File: config.mk
export PLATFORM = sky130hd
export DESIGN_NAME = ddr3_powerup_seq
export DESIGN_NICKNAME = d
export VERILOG_FILES = /design/src/rtl/ddr3_init_pkg.sv /design/src/rtl/ddr3_init_timer.sv /design/src/rtl/ddr3_mr_builder.sv /design/src/rtl/ddr3_rst_sync.sv /design/src/rtl/ddr3_powerup_seq.sv
export SDC_FILE = /design/constraint.sdc
export NUM_CORES = 1
export LEC_CHECK = 0
export BUFFER_PORTS_ARGS = -buffer_cell sky130_fd_sc_hd__clkbuf_2
export CORE_MARGIN = 3
export CORE_UTILIZATION = 58
export DETAILED_ROUTE_END_ITERATION = 6
export PLACE_DENSITY_LB_ADDON = 0.15
export SLEW_MARGIN = 20
export SYNTH_ARGS = -nofsm -noshare
export SYNTH_HDL_FRONTEND = slang
export SYNTH_HIERARCHICAL = 1
export SYNTH_SLANG_ARGS = --single-unit
File: constraint.sdc
create_clock -name clk -period 3.9 [get_ports clk]
set_input_delay 0.39 -clock clk [delete_from_list [all_inputs] [get_ports clk]]
set_output_delay 0.39 -clock clk [all_outputs]
set_load 0.01 [all_outputs]
File: src/rtl/ddr3_init_pkg.sv
package ddr3_init_pkg;

  typedef enum logic [3:0] {
    SQ_IDLE,
    SQ_PREP,
    SQ_RST,
    SQ_STAB,
    SQ_CLKWAIT,
    SQ_XPR,
    SQ_CMD,
    SQ_DONE,
    SQ_FAIL
  } seq_state_e;

  // command steps, issued in this order
  localparam logic [2:0] STEP_MR2 = 3'd0;
  localparam logic [2:0] STEP_MR3 = 3'd1;
  localparam logic [2:0] STEP_MR1 = 3'd2;
  localparam logic [2:0] STEP_MR0 = 3'd3;
  localparam logic [2:0] STEP_ZQ  = 3'd4;

  function automatic int unsigned umax(input int unsigned a, input int unsigned b);
    return (a > b) ? a : b;
  endfunction

  function automatic logic wr_legal(input logic [4:0] t);
    return (t >= 5'd5) && (t <= 5'd16);
  endfunction

  // write-recovery field code for a legal tWR
  function automatic logic [2:0] wr_code(input logic [4:0] t);
    logic [2:0] c;
    if (t <= 5'd8)       c = 3'(t - 5'd4);
    else if (t <= 5'd14) c = 3'(((t - 5'd9) >> 1) + 5'd5);
    else                 c = 3'd0;
    return c;
  endfunction

endpackage

File: src/rtl/ddr3_init_timer.sv
module ddr3_init_timer #(
  parameter int unsigned CW = 16
) (
  input  logic          clk,
  input  logic          rst_n,
  input  logic          load,
  input  logic [CW-1:0] load_val,
  output logic          zero
);

  logic [CW-1:0] cnt_q;
  logic          cnt_en;

  assign zero   = (cnt_q == '0);
  assign cnt_en = load | ~zero;

  always_ff @(posedge clk or negedge rst_n) begin
    if (!rst_n) begin
      cnt_q <= '0;
    end else if (cnt_en) begin
      cnt_q <= load ? load_val : (cnt_q - 1'b1);
    end
  end

endmodule

File: src/rtl/ddr3_mr_builder.sv
module ddr3_mr_builder
  import ddr3_init_pkg::*;
(
  input  logic [2:0]  step,
  input  logic [3:0]  cas_lat,
  input  logic [3:0]  cas_wr_lat,
  input  logic [4:0]  wr_rec,
  input  logic        dual_dimm,
  input  logic        rtt_wr_hi,
  output logic [15:0] addr,
  output logic [2:0]  bank,
  output logic        is_zq
);

  logic [3:0] cl_code;
  assign cl_code = cas_lat - 4'd4;

  always_comb begin
    addr  = '0;
    bank  = 3'd0;
    is_zq = 1'b0;
    unique case (step)
      STEP_MR2: begin
        bank       = 3'd2;
        addr[5:3]  = 3'(cas_wr_lat - 4'd5);
        addr[10:9] = rtt_wr_hi ? 2'b10 : 2'b01;
      end
      STEP_MR3: begin
        bank = 3'd3;
      end
      STEP_MR1: begin
        bank    = 3'd1;
        addr[1] = 1'b1;
        addr[2] = dual_dimm;
      end
      STEP_MR0: begin
        bank       = 3'd0;
        addr[2]    = cl_code[3];
        addr[6:4]  = cl_code[2:0];
        addr[8]    = 1'b1;
        addr[11:9] = wr_code(wr_rec);
      end
      default: begin
        is_zq    = 1'b1;
        addr[10] = 1'b1;
      end
    endcase
  end

endmodule

File: src/rtl/ddr3_rst_sync.sv
module ddr3_rst_sync #(
  parameter int unsigned STAGES = 2
) (
  input  logic clk,
  input  logic rst_n,
  output logic rst_sync_n
);

  logic [STAGES-1:0] sr_q;

  always_ff @(posedge clk or negedge rst_n) begin
    if (!rst_n) sr_q <= '0;
    else        sr_q <= {sr_q[STAGES-2:0], 1'b1};
  end

  assign rst_sync_n = sr_q[STAGES-1];

endmodule

File: src/rtl/ddr3_powerup_seq.sv
module ddr3_powerup_seq
  import ddr3_init_pkg::*;
#(
  parameter int unsigned RANKS       = 4,
  parameter int unsigned T_RESET_CYC = 10000,
  parameter int unsigned T_STAB_CYC  = 25000,
  parameter int unsigned T_CKSRX_CYC = 2,
  parameter int unsigned T_XPR_CYC   = 16,
  parameter int unsigned CMD_TIMEOUT = 1024
) (
  input  logic             clk,
  input  logic             rst_n,
  input  logic             start,
  input  logic             resume,
  input  logic [RANKS-1:0] rank_map,
  input  logic             dual_dimm,
  input  logic [3:0]       cas_lat,
  input  logic [3:0]       cas_wr_lat,
  input  logic [4:0]       wr_rec,
  input  logic             rtt_wr_hi,
  input  logic             cmd_ready,
  output logic             dram_reset_n,
  output logic             dram_clk_en,
  output logic [RANKS-1:0] cke,
  output logic             odt_force_low,
  output logic             cmd_valid,
  output logic             cmd_is_zq,
  output logic [2:0]       cmd_bank,
  output logic [15:0]      cmd_addr,
  output logic [RANKS-1:0] cmd_ranks,
  output logic             done,
  output logic             error
);

  localparam int unsigned T_MAX = umax(umax(umax(T_RESET_CYC, T_STAB_CYC),
                                            umax(T_CKSRX_CYC, T_XPR_CYC)), CMD_TIMEOUT);
  localparam int unsigned CW    = $clog2(T_MAX + 1);

  logic             rst_sync_n;
  seq_state_e       state_q, state_d;
  logic [2:0]       step_q, step_d;
  logic             rstn_q, rstn_d;
  logic             clken_q, clken_d;
  logic             odt_q, odt_d;
  logic [RANKS-1:0] cke_q, cke_d;
  logic             seq_upd;
  logic             t_load, t_zero;
  logic [CW-1:0]    t_val;

  ddr3_rst_sync #(.STAGES(2)) i_rst_sync (
    .clk(clk), .rst_n(rst_n), .rst_sync_n(rst_sync_n)
  );

  ddr3_init_timer #(.CW(CW)) i_timer (
    .clk(clk), .rst_n(rst_sync_n), .load(t_load), .load_val(t_val), .zero(t_zero)
  );

  ddr3_mr_builder i_mr_builder (
    .step(step_q), .cas_lat(cas_lat), .cas_wr_lat(cas_wr_lat), .wr_rec(wr_rec),
    .dual_dimm(dual_dimm), .rtt_wr_hi(rtt_wr_hi),
    .addr(cmd_addr), .bank(cmd_bank), .is_zq(cmd_is_zq)
  );

  // next-state logic
  always_comb begin
    state_d = state_q;
    step_d  = step_q;
    rstn_d  = rstn_q;
    clken_d = clken_q;
    odt_d   = odt_q;
    cke_d   = cke_q;
    t_load  = 1'b0;
    t_val   = '0;
    unique case (state_q)
      SQ_IDLE: begin
        if (start) begin
          if (resume)                state_d = SQ_DONE;
          else if (!wr_legal(wr_rec)) state_d = SQ_FAIL;
          else begin
            state_d = SQ_PREP;
            odt_d   = 1'b1;
          end
        end
      end
      SQ_PREP: begin
        state_d = SQ_RST;
        rstn_d  = 1'b0;
        cke_d   = '0;
        t_load  = 1'b1;
        t_val   = CW'(T_RESET_CYC);
      end
      SQ_RST: begin
        if (t_zero) begin
          state_d = SQ_STAB;
          rstn_d  = 1'b1;
          t_load  = 1'b1;
          t_val   = CW'(T_STAB_CYC);
        end
      end
      SQ_STAB: begin
        if (t_zero) begin
          state_d = SQ_CLKWAIT;
          clken_d = 1'b1;
          t_load  = 1'b1;
          t_val   = CW'(T_CKSRX_CYC);
        end
      end
      SQ_CLKWAIT: begin
        if (t_zero) begin
          state_d = SQ_XPR;
          cke_d   = rank_map;
          t_load  = 1'b1;
          t_val   = CW'(T_XPR_CYC);
        end
      end
      SQ_XPR: begin
        if (t_zero) begin
          state_d = SQ_CMD;
          step_d  = STEP_MR2;
          t_load  = 1'b1;
          t_val   = CW'(CMD_TIMEOUT);
        end
      end
      SQ_CMD: begin
        if (cmd_ready) begin
          if (step_q == STEP_ZQ) begin
            state_d = SQ_DONE;
            odt_d   = 1'b0;
          end else begin
            step_d = step_q + 3'd1;
            t_load = 1'b1;
            t_val  = CW'(CMD_TIMEOUT);
          end
        end else if (t_zero) begin
          state_d = SQ_FAIL;
        end
      end
      default: ;
    endcase
  end

  assign seq_upd = (state_d != state_q) || (step_d != step_q);

  // state registers
  always_ff @(posedge clk or negedge rst_sync_n) begin
    if (!rst_sync_n) begin
      state_q <= SQ_IDLE;
      step_q  <= STEP_MR2;
      rstn_q  <= 1'b1;
      clken_q <= 1'b0;
      odt_q   <= 1'b0;
      cke_q   <= '0;
    end else if (seq_upd) begin
      state_q <= state_d;
      step_q  <= step_d;
      rstn_q  <= rstn_d;
      clken_q <= clken_d;
      odt_q   <= odt_d;
      cke_q   <= cke_d;
    end
  end

  assign dram_reset_n  = rstn_q;
  assign dram_clk_en   = clken_q;
  assign cke           = cke_q;
  assign odt_force_low = odt_q;
  assign cmd_valid     = (state_q == SQ_CMD);
  assign cmd_ranks     = cke_q;
  assign done          = (state_q == SQ_DONE);
  assign error         = (state_q == SQ_FAIL);

endmodule

Word-level counts from Yosys, hierarchy flattened --
Cells that the tools add are included.
Storage, ports and cells: word-level logic and storage cells 108, output and inout bits 34, register bits 31, input port bits 24
Operators by class: equality and inequality tests 21, add/sub/neg operators 7, $lt $le $gt $ge 4, bitwise gates (word level) 2, mux-type cells 51, reductions and logical operators 15
Operator list (number):
- $pmux W15 S6 | 1
- $mux W4 | 11
- $mux W11 | 3
- $mux W15 | 2
- $pmux W4 S7 | 1
- $eq A4 B3 Y1 const B | 4
- $logic_not A15 Y1 | 1
- $mux W1 | 15
- $mux W3 | 5
- $sub A15 B1 Y15 const B | 1
- $le A5 B4 Y1 const B | 2
- $reduce_and A3 Y1 | 3
- $eq A4 B2 Y1 const B | 2
- $ne A2 B2 Y1 const B | 4
- $pmux W1 S2 | 4
- $pmux W4 S2 | 1
- $reduce_or A4 Y1 | 2
- $reduce_and A7 Y1 | 1
- $eq A3 B2 Y1 const B | 2
- $ne A2 B1 Y1 const B | 3
- $pmux W1 S3 | 2
- $pmux W2 S3 | 1
- $pmux W3 S2 | 1
- $reduce_bool A2 Y1 | 3
- 23 further kinds | 25

Longest topological paths before layout --
Gate-level depths: netlist (run 1).
word-level depth 9, gate-level depth with buffers 12, depth with buffers taken out 10

Cells and area by module --
The synthesis (run 1) kept the hierarchy.
By module, submodules not included:
- ddr3_init_timer | area each 968.4 um2, cells an instance 105, times used 1, sequential area each 375.4 um2
- ddr3_powerup_seq | area each 968.4 um2, cells an instance 116, times used 1, sequential area each 351.6 um2
- ddr3_mr_builder | area each 412.9 um2, cells an instance 63, times used 1, sequential area each 0.0 um2
- ddr3_rst_sync | area each 53.8 um2, cells an instance 3, times used 1, sequential area each 50.0 um2

Worst setup path after synthesis (run 1) --
No wires, ideal clock.
path type register to register, from reg i_timer.cnt_q[0], to reg i_timer.cnt_q[0], path slack 1.267 ns, setup time 0.125 ns, required time 3.775 ns, clock period less this slack 2.633 ns, buffers on the path 2, cell stages (with the launch flop) 11, arrival time 2.508 ns, cells stage by stage dfrtp_1 inv_1 ha_1 nor4b_2 nand4_1 inv_1 buf_2 a22oi_1 a21oi_1 clkbuf_1 mux2_2
Between the ends: word-level cells in the longest chain between the ends 4, elaborated cells between the ends (all ways) 7, classes of those cells add/sub (1); mux (3); bitwise (2); reduce/logical (1)
RTL lines:
- start, declared | line ddr3_init_timer.sv:11 | logic [CW-1:0] cnt_q;
- start signal, assigned | line ddr3_init_timer.sv:21 | cnt_q <= load ? load_val : (cnt_q - 1'b1);
- $logic_not A15 Y1 (*) | line ddr3_init_timer.sv:14 | assign zero = (cnt_q == '0);
- via t_zero | line ddr3_powerup_seq.sv:47 | logic t_load, t_zero;
- $mux W1 (*)
- $pmux W1 S3 (*) | line ddr3_powerup_seq.sv:74 | unique case (state_q)
- via t_load | line ddr3_powerup_seq.sv:47
- $mux W15 / $or A1 B1 Y1 (equally long branches) | line ddr3_init_timer.sv:21, ddr3_init_timer.sv:15
The timed path passes the listed nets; every way through them passes the cells marked *. A chain may end at the register's enable or synchronous reset.

Worst setup path in the final report (run 1) --
from reg i_timer.cnt_q[0], to reg i_timer.cnt_q[13]
Same word-level chain as after synthesis.

==> results of run 1 <==
==> cell usage after synthesis, types with 2 or more instances <==
cell and instances:
o311ai_1 2, nand2_1 34, a211o_1 2, nor3_1 12, or2_2 2, a21oi_1 13, nor4_4 3, buf_6 3
a32o_1 2, o21ai_0 10, nor2b_1 3, nor4_1 9, nor2_1 21, mux2_2 3, conb_1 3, nor3b_1 4
nand3_1 9, or3_1 2, inv_1 18, buf_4 13, dfrtp_1 30, nand4_1 4, xnor2_1 9, o21ai_1 6
nand2b_1 8, xor2_1 2, o31ai_1 4, and3_1 2, nand3b_1 3, buf_2 5, clkbuf_1 5, ha_1 6
and4b_1 2, mux2i_1 2, a31oi_1 2
==> how the worst max path moves through the flow <==
stage / from / endpoint / cells after the start
floorplan: i_timer/cnt_q[0] / i_timer/cnt_q[0] / 10
global placement: i_timer/cnt_q[0] / i_timer/cnt_q[13] / 10
detailed placement: i_timer/cnt_q[0] / i_timer/cnt_q[13] / 10
CTS: i_timer/cnt_q[0] / i_timer/cnt_q[13] / 10
global route: i_timer/cnt_q[0] / i_timer/cnt_q[13] / 10
finish: i_timer/cnt_q[0] / i_timer/cnt_q[13] / 10
==> power by group <==
group	switching (mW)	internal, mW
Clock	0.111	0.127
Sequential	0.253	0.442
Combinational	0.385	0.358
Total	0.748	0.927
==> what timing repair did <==
action / in CTS / in global routing
hold buffers: 1 / 0
gates resized for setup: 0 / 0
endpoints found under the hold margin: 2 / 0
endpoints found under the setup margin: 0 / 0
==> layout make-up <==
class / count / area [sq um]
Sequential cell: 31 / 777
Tap cell: 48 / 60.1
Clock buffer: 8 / 80.1
Inverter: 18 / 67.6
Multi-Input combinational cell: 222 / 1430
Timing Repair Buffer: 53 / 278
Fill cell: 341 / 1140
==> critical path, delay by kind of cell (launching register included) <==
family,cells,cell delay (ns)
buffers and inverters,3,0.72
AOI/OAI and AO/OA,3,0.61
adders and majority gates,1,0.22
DFF,1,0.40
and+or+nand+nor,3,0.90
==> routing by layer <==
layer | wire length, um | GRT usage (%)
met1 | 2380 | 31.0
met5 | 0 | 0
met4 | 33 | 3.62
met3 | 365 | 5.18
met2 | 2180 | 31.5
==> layout by cell type, fill, tap and decap left out, types with 3 or more instances in the layout <==
cell | netlist | layout
nand2_1 | 34 | 34
nor4_4 | 3 | 3
inv_1 | 18 | 18
nor3b_1 | 4 | 4
dfrtp_1 | 30 | 30
nand4_1 | 4 | 4
clkbuf_8 | 0 | 5
xnor2_1 | 9 | 9
ha_1 | 6 | 6
nor3_1 | 12 | 12
o21ai_0 | 10 | 10
o21ai_1 | 6 | 6
nand2b_1 | 8 | 8
buf_4 | 13 | 3
nor2b_1 | 3 | 3
a21oi_1 | 13 | 12
clkbuf_2 | 0 | 49
conb_1 | 3 | 13
o31ai_1 | 4 | 4
nand3b_1 | 3 | 3
nand3_1 | 9 | 9
mux2_2 | 3 | 3
nor4_1 | 9 | 9
clkbuf_1 | 5 | 3
nor2_1 | 21 | 21
==> per-stage QoR <==
step / cells / setup WS (ns) / util (%) / total power, mW / hold WS (ns)
final: 380 / 0.950 / 70.2 / 1.68 / 0.142
after global routing: 380 / 0.716 / 70.2 / 1.84 / 0.185
after CTS: 380 / 0.987 / 70.2 / 1.69 / 0.165
after detailed placement: 371 / 0.994 / 67.9 / 1.44 / 0.160
after global placement: 371 / 1.09 / 67.9 / 1.42 / 0.152
after floorplan: 297 / 1.27 / - / 1.27 / 0.0944
==> flip-flops by register name, indices dropped and copies added, names as in the netlist <==
name and flops:
i_timer/cnt_q 15, i_rst_sync/sr_q 2, dram_clk_en 1, cke 4, step_q 3, odt_force_low 1
state_q 4, dram_reset_n 1
==> kinds of logic (layout without fill, tap and decap cells) <==
logic type | count (synthesis) | after routing
adder cells (fa/ha/maj) | 6 | 6
buffers and inverters | 44 | 79
other | 3 | 13
multiplexers | 5 | 5
AO/OA/AOI/OAI | 60 | 60
AND/OR/NAND/NOR | 127 | 127
flip-flops | 31 | 31
XOR/XNOR | 11 | 11
==> summary.txt, run 1 <==
STA
  • Final min period: 2.95 ns
  • Fmax: 339 MHz
  • Worst-Margin Slew: 0.641 ns
  • RSZ-0062 raised after global routing: false
  • Setup_tns: 0 ns
  • Final hold violation count: 0
  • Setup Skew: 0.00892 ns
  • Final period utilization: 75.6%
  • Rel. slew slack: 57.3%
  • Setup-failing EPs final: 0
  • Final Max Tran Viols: 0

Placement
  • Cell area after placement: 2600 sq um
  • Final HPWL DP: 3760 um
  • # port buffers: 49
  • Routability-driven placement congestion ratio: 0.900

Yosys
  • Main area contributors after synthesis: dfrtp_1 (31%), nand2_1 (5.3%), buf_4 (4.1%)
  • Post-synthesis simple-gate area fraction: 30.8%
  • Post-synth top flop: dfrtp_1
  • Dominant cell type by area after synthesis: dfrtp_1
  • Syn_area_per_cell: 8.37 sq um
  • Synthesized area: 2400 sq um
  • Post-synth cell types: 64
  • Post-synthesis sequential area ratio: 32.3%
  • Ys async rst share: 100%
  • Yosys warnings: 6
  • Synth Area in Compound Gates: 17.0%
  • Synth Area in XOR/XNOR: 4.01%
  • Post-synth EDFFs: 0
  • Post-synthesis mux area share: 2.24%
  • Synthesized flop and latch total: 31
  • Mapped Cells: 287
  • Area share of fa/ha/maj cells after synthesis: 3.12%
  • Main combinational cell family by area after synthesis: simple AND/OR/NAND/NOR gates
  • Yosys top cell area share: 31.2%

Routing
  • Detailed Route WL: 4950 um
  • Drt first pass iters: 4
  • WL/cell: 13.0 um
  • Vias: 2,135
  • DRT iter0 DRCs: 118
  • Drt drc: 0
  • Via-to-Cell Ratio: 5.62
  • ANT nets after route: 0

Critical path
  • Worst-path maximum fanout: 32
  • Required time worst endpoint: 4.06 ns
  • Slowest cell delay on critical path: 0.47 ns
  • Slowest cell on the critical path: nor4b_2
  • CP startpoint kind: flip-flop
  • CP Cell Sequence: inv_1 > ha_1 > nor4b_2 > nand4_1 > inv_1 > a22oi_1 > a21oi_2 > buf_4 > nor2b_1 > a221o_1
  • Path depth of the worst reg2reg path: 10
  • Top cell by count, worst path: inv_1
  • Kind of critical path: flip-flop to flip-flop
  • Worst r2r dst: i_timer/cnt_q[13]
  • Critical Path AT: 3.11 ns
  • Worst r2r src: i_timer/cnt_q[0]
  • R2R setup slack: 0.95 ns
  • Crit. End Element: flip-flop

Pwr
  • Leakage: 1.25 nW
  • VDD IR max: 428 uV
  • PwrDens: 623 nW/um^2

Floorplanning
  • Core area: 3830 sq um
  • DIE HEIGHT: 70.4 um
  • Num ports: 58
  • Die X: 70.4 um
  • Initial Utilization: 62.8%
  • Row Count: 22
  • Die area: 4950 sq um

CTS
  • Setup Buffers After CTS: 0
  • CTS tree: yes
  • CTS Buf Count: 5
  • Num Clock Sinks: 31
  • H-tree levels: 2
  • CTS root buf: clkbuf_8
  • Max clock buf depth: 2
  • Clk Latency, worst-skew pair: 0.27 ns
  • Clock transition at path regs: 0.07 ns

Finish
  • Share of layout cells above drive strength 1: 22.9%
  • Nets: 361
  • Final Cell Area: 2690 sq um
  • Area Overhead vs Synth: 11.8%
  • # diodes: 0

Flow run
  • Max-cap viol count: 0

Global routing
  • Overflow after GRT: 0
  • Total track usage: 21.0%
  • Initial antenna violation count: 0
  • Largest net degree at the start of global routing: 33
  • First-pass GRT wire length: 8670 um
  • Vias in the first global route: 1,954

Status
  • Status: completed

Min path
  • Worst min path class: flip-flop to asynchronous set/reset pin
Note: power is estimated with default switching activity, not from simulation.
==> run 2, diff against run 1 <==
--- a/config.mk
+++ b/config.mk
@@ -5,9 +5,10 @@
 export SDC_FILE = /design/constraint.sdc
 export NUM_CORES = 1
 export LEC_CHECK = 0
+export ABC_AREA = 1
 export BUFFER_PORTS_ARGS = -buffer_cell sky130_fd_sc_hd__clkbuf_2
 export CORE_MARGIN = 3
-export CORE_UTILIZATION = 58
+export CORE_UTILIZATION = 55
 export DETAILED_ROUTE_END_ITERATION = 6
 export PLACE_DENSITY_LB_ADDON = 0.15
 export SLEW_MARGIN = 20
==> constraint.sdc (replaced) <==
create_clock -name clk -period 3 [get_ports clk]
set_input_delay 0.3 -clock clk [delete_from_list [all_inputs] [get_ports clk]]
set_output_delay 0.3 -clock clk [all_outputs]
set_load 0.01 [all_outputs]
==> summary.txt, run 2 <==
Status
  • Status: completed

Yosys
  • Main area contributors after synthesis: dfrtp_1 (29%), nand2_1 (17%), inv_1 (7.6%)
  • Synthesized flop and latch total: 31
  • Ys async rst share: 100%
  • Dominant cell type by area after synthesis: dfrtp_1
  • Post-synth cell types: 37
  • Synthesized area: 2610 sq um
  • Post-synth top flop: dfrtp_1
  • Post-synth EDFFs: 0
  • Top-count cell post-synth: nand2_1
  • Syn_area_per_cell: 6.49 sq um
  • Top post-synthesis cells by count: nand2_1 (120), inv_1 (53), nor2_1 (53)
  • Post-synthesis sequential area ratio: 29.8%
  • Yosys warnings: 6
  • Yosys top cell area share: 28.8%
  • Mapped Cells: 402

CTS
  • H-tree levels: 2
  • Max clock buf depth: 2
  • CTS Buf Count: 5
  • Num Clock Sinks: 31
  • Clk Latency, worst-skew pair: 0.28 ns
  • Clock transition at path regs: 0.07 ns
  • CTS root buf: clkbuf_8
  • Post_cts resized: 0
  • CTS tree: yes

Finish
  • Commonest non-fill, non-tap cell in the layout: nand2_1
  • Largest Register: i_timer/cnt_q
  • Share of layout cells above drive strength 1: 21.1%
  • Post-route insts no fill: 508
  • Area Overhead vs Synth: 14.9%
  • # diodes: 0
  • Most frequent cells in the layout: nand2_1 (120), inv_1 (53), nor2_1 (53)
  • Nets: 485
  • Max FFs per register: 15
  • Fillers: 415
  • Final Cell Area: 3000 sq um

Critical path
  • Worst path top cell family by delay: simple AND/OR/NAND/NOR gates
  • Levels on crit path: 13
  • Slowest cell delay on critical path: 0.44 ns
  • Worst Setup SP: i_timer/cnt_q[0]
  • Top cell by count, worst path: inv_1
  • WP buf/inv: 4
  • Path depth of the worst reg2reg path: 13
  • R2R setup slack: 0.48 ns
  • Critical Path AT: 2.74 ns
  • Worst-path maximum fanout: 9
  • Worst r2r dst: i_timer/cnt_q[4]
  • Slowest cell on the critical path: or2_0
  • Required time worst endpoint: 3.22 ns
  • CP startpoint kind: flip-flop
  • Kind of critical path: flip-flop to flip-flop
  • Worst r2r src: i_timer/cnt_q[0]
  • CP Cell Sequence: inv_1 > ha_1 > nand3_4 > nor2_4 > nand3_4 > inv_1 > inv_1 > nor3_2 > or2_0 > nand2_1 > o21ai_1 > nand2_1 > inv_1
  • Crit. End Element: flip-flop
  • Critical Path Sink: i_timer/cnt_q[4]

Routing
  • Drt first pass iters: 4
  • Via-to-Cell Ratio: 4.91
  • DRT iter0 DRCs: 100
  • Drt drc: 0
  • ANT nets after route: 0
  • WL/cell: 11.4 um
  • Vias: 2,494
  • Detailed Route WL: 5800 um

Pwr
  • PwrDens: 498 nW/um^2
  • VDD IR max: 318 uV
  • Leakage: 1.67 nW
  • Tot Pwr: 1.49 mW

Global routing
  • Vias in the first global route: 2,238
  • Total track usage: 22.5%
  • Overflow after GRT: 0
  • Initial antenna violation count: 0
  • First-pass GRT wire length: 9810 um
  • Largest net degree at the start of global routing: 30

STA
  • Final Max Tran Viols: 0
  • Setup Skew: 0.0103 ns
  • Final hold slack: 0.243 ns
  • Setup_tns: 0 ns
  • RSZ-0062 raised after global routing: false
  • Final min period: 2.52 ns
  • Setup-failing EPs final: 0
  • Fmax: 397 MHz
  • Final hold violation count: 0
  • Final period utilization: 83.9%

Placement
  • Final HPWL DP: 4580 um
  • Routability-driven placement congestion ratio: 0.914
  • Cell area after placement: 2870 sq um
  • Post-Place Cells: 499
  • # port buffers: 49

Flow run
  • Max-cap viol count: 0

Floorplanning
  • Row Count: 24
  • Die X: 74.9 um
  • DIE HEIGHT: 74.9 um
  • Initial Utilization: 58.3%
  • Num ports: 58
  • Die area: 5610 sq um
  • Core area: 4470 sq um

Min path
  • Worst min path class: flip-flop to asynchronous set/reset pin
-- run 2: changes by cell type after synthesis, sizes merged, moves of 5 or more --
cell / before / now
nor4: 12 / 0
o31ai: 5 / 0
nand2b: 9 / 0
nand2: 34 / 127
nand3: 9 / 37
buf: 21 / 14
nor2: 21 / 64
xnor2: 9 / 3
nor3: 13 / 8
inv: 18 / 61
-- run 2: cell families (layout without fill, tap and decap cells) --
family / Yosys count / in the layout / synth area share, %
adders and majority gates: 6 / 6 / 2.88
AOI/OAI and AO/OA: 34 / 34 / 7.19
DFF: 31 / 31 / 29.8
buffers and inverters: 77 / 121 / 13.2
and+or+nand+nor: 242 / 242 / 43.5
other: 3 / 13 / 0.431
xor gates and xnor gates: 9 / 9 / 3.02
-- run 2: timing repair --
action / 4_1_cts / 5_1_grt
hold buffers: 1 / 0
endpoints found under the hold margin: 2 / 0
endpoints found under the setup margin: 0 / 0
buffers inserted: 0 / 0
-- run 2: where the power goes --
| part | total [mW] | internal [mW] | switching (mW) |
|---|---|---|---|
| clock | 0.424 | 0.269 | 0.156 |
| combinational | 0.475 | 0.179 | 0.296 |
| sequential | 0.595 | 0.500 | 0.0948 |
| total | 1.49 | 0.947 | 0.547 |
-- run 2: per-layer routing --
layer,GRT usage [%],vias up,share of wire [%]
met2,37.8,64,50
met3,4.41,4,5.2
met5,0,-,0
met4,7.11,0,0.79
li1,-,1323,-
met1,29.1,1103,44
-- run 2: cell type report --
| cell class | count | area, sq um | share of cell area [%] |
|---|---|---|---|
| Clock inverter | 2 | 35.0 | 1.17 |
| Clock buffer | 6 | 82.6 | 2.75 |
| Inverter | 61 | 231 | 7.72 |
| Multi-Input combinational cell | 304 | 1530 | 50.9 |
| Tap cell | 52 | 65.1 | 2.17 |
| Timing Repair Buffer | 52 | 283 | 9.43 |
| Sequential cell | 31 | 777 | 25.9 |
-- run 2: worst min-delay path by stage --
stage,from,endpoint
final,i_rst_sync/sr_q[1],i_timer/cnt_q[2]
after global routing,rank_map[1],cke[1]
after CTS,rank_map[1],cke[1]
after detailed placement,rst_n,i_rst_sync/sr_q[1]
after global placement,rst_n,i_rst_sync/sr_q[1]
after floorplan,rst_n,i_rst_sync/sr_q[0]
-- run 2: metrics by stage --
stage / setup slack, ns / utilization [%]
2_1_floorplan: 0.894 / -
3_3_place_gp: 0.577 / 64.2
3_5_place_dp: 0.511 / 64.2
4_1_cts: 0.489 / 67.0
5_1_grt: 0.204 / 67.0
6_report: 0.482 / 67.0
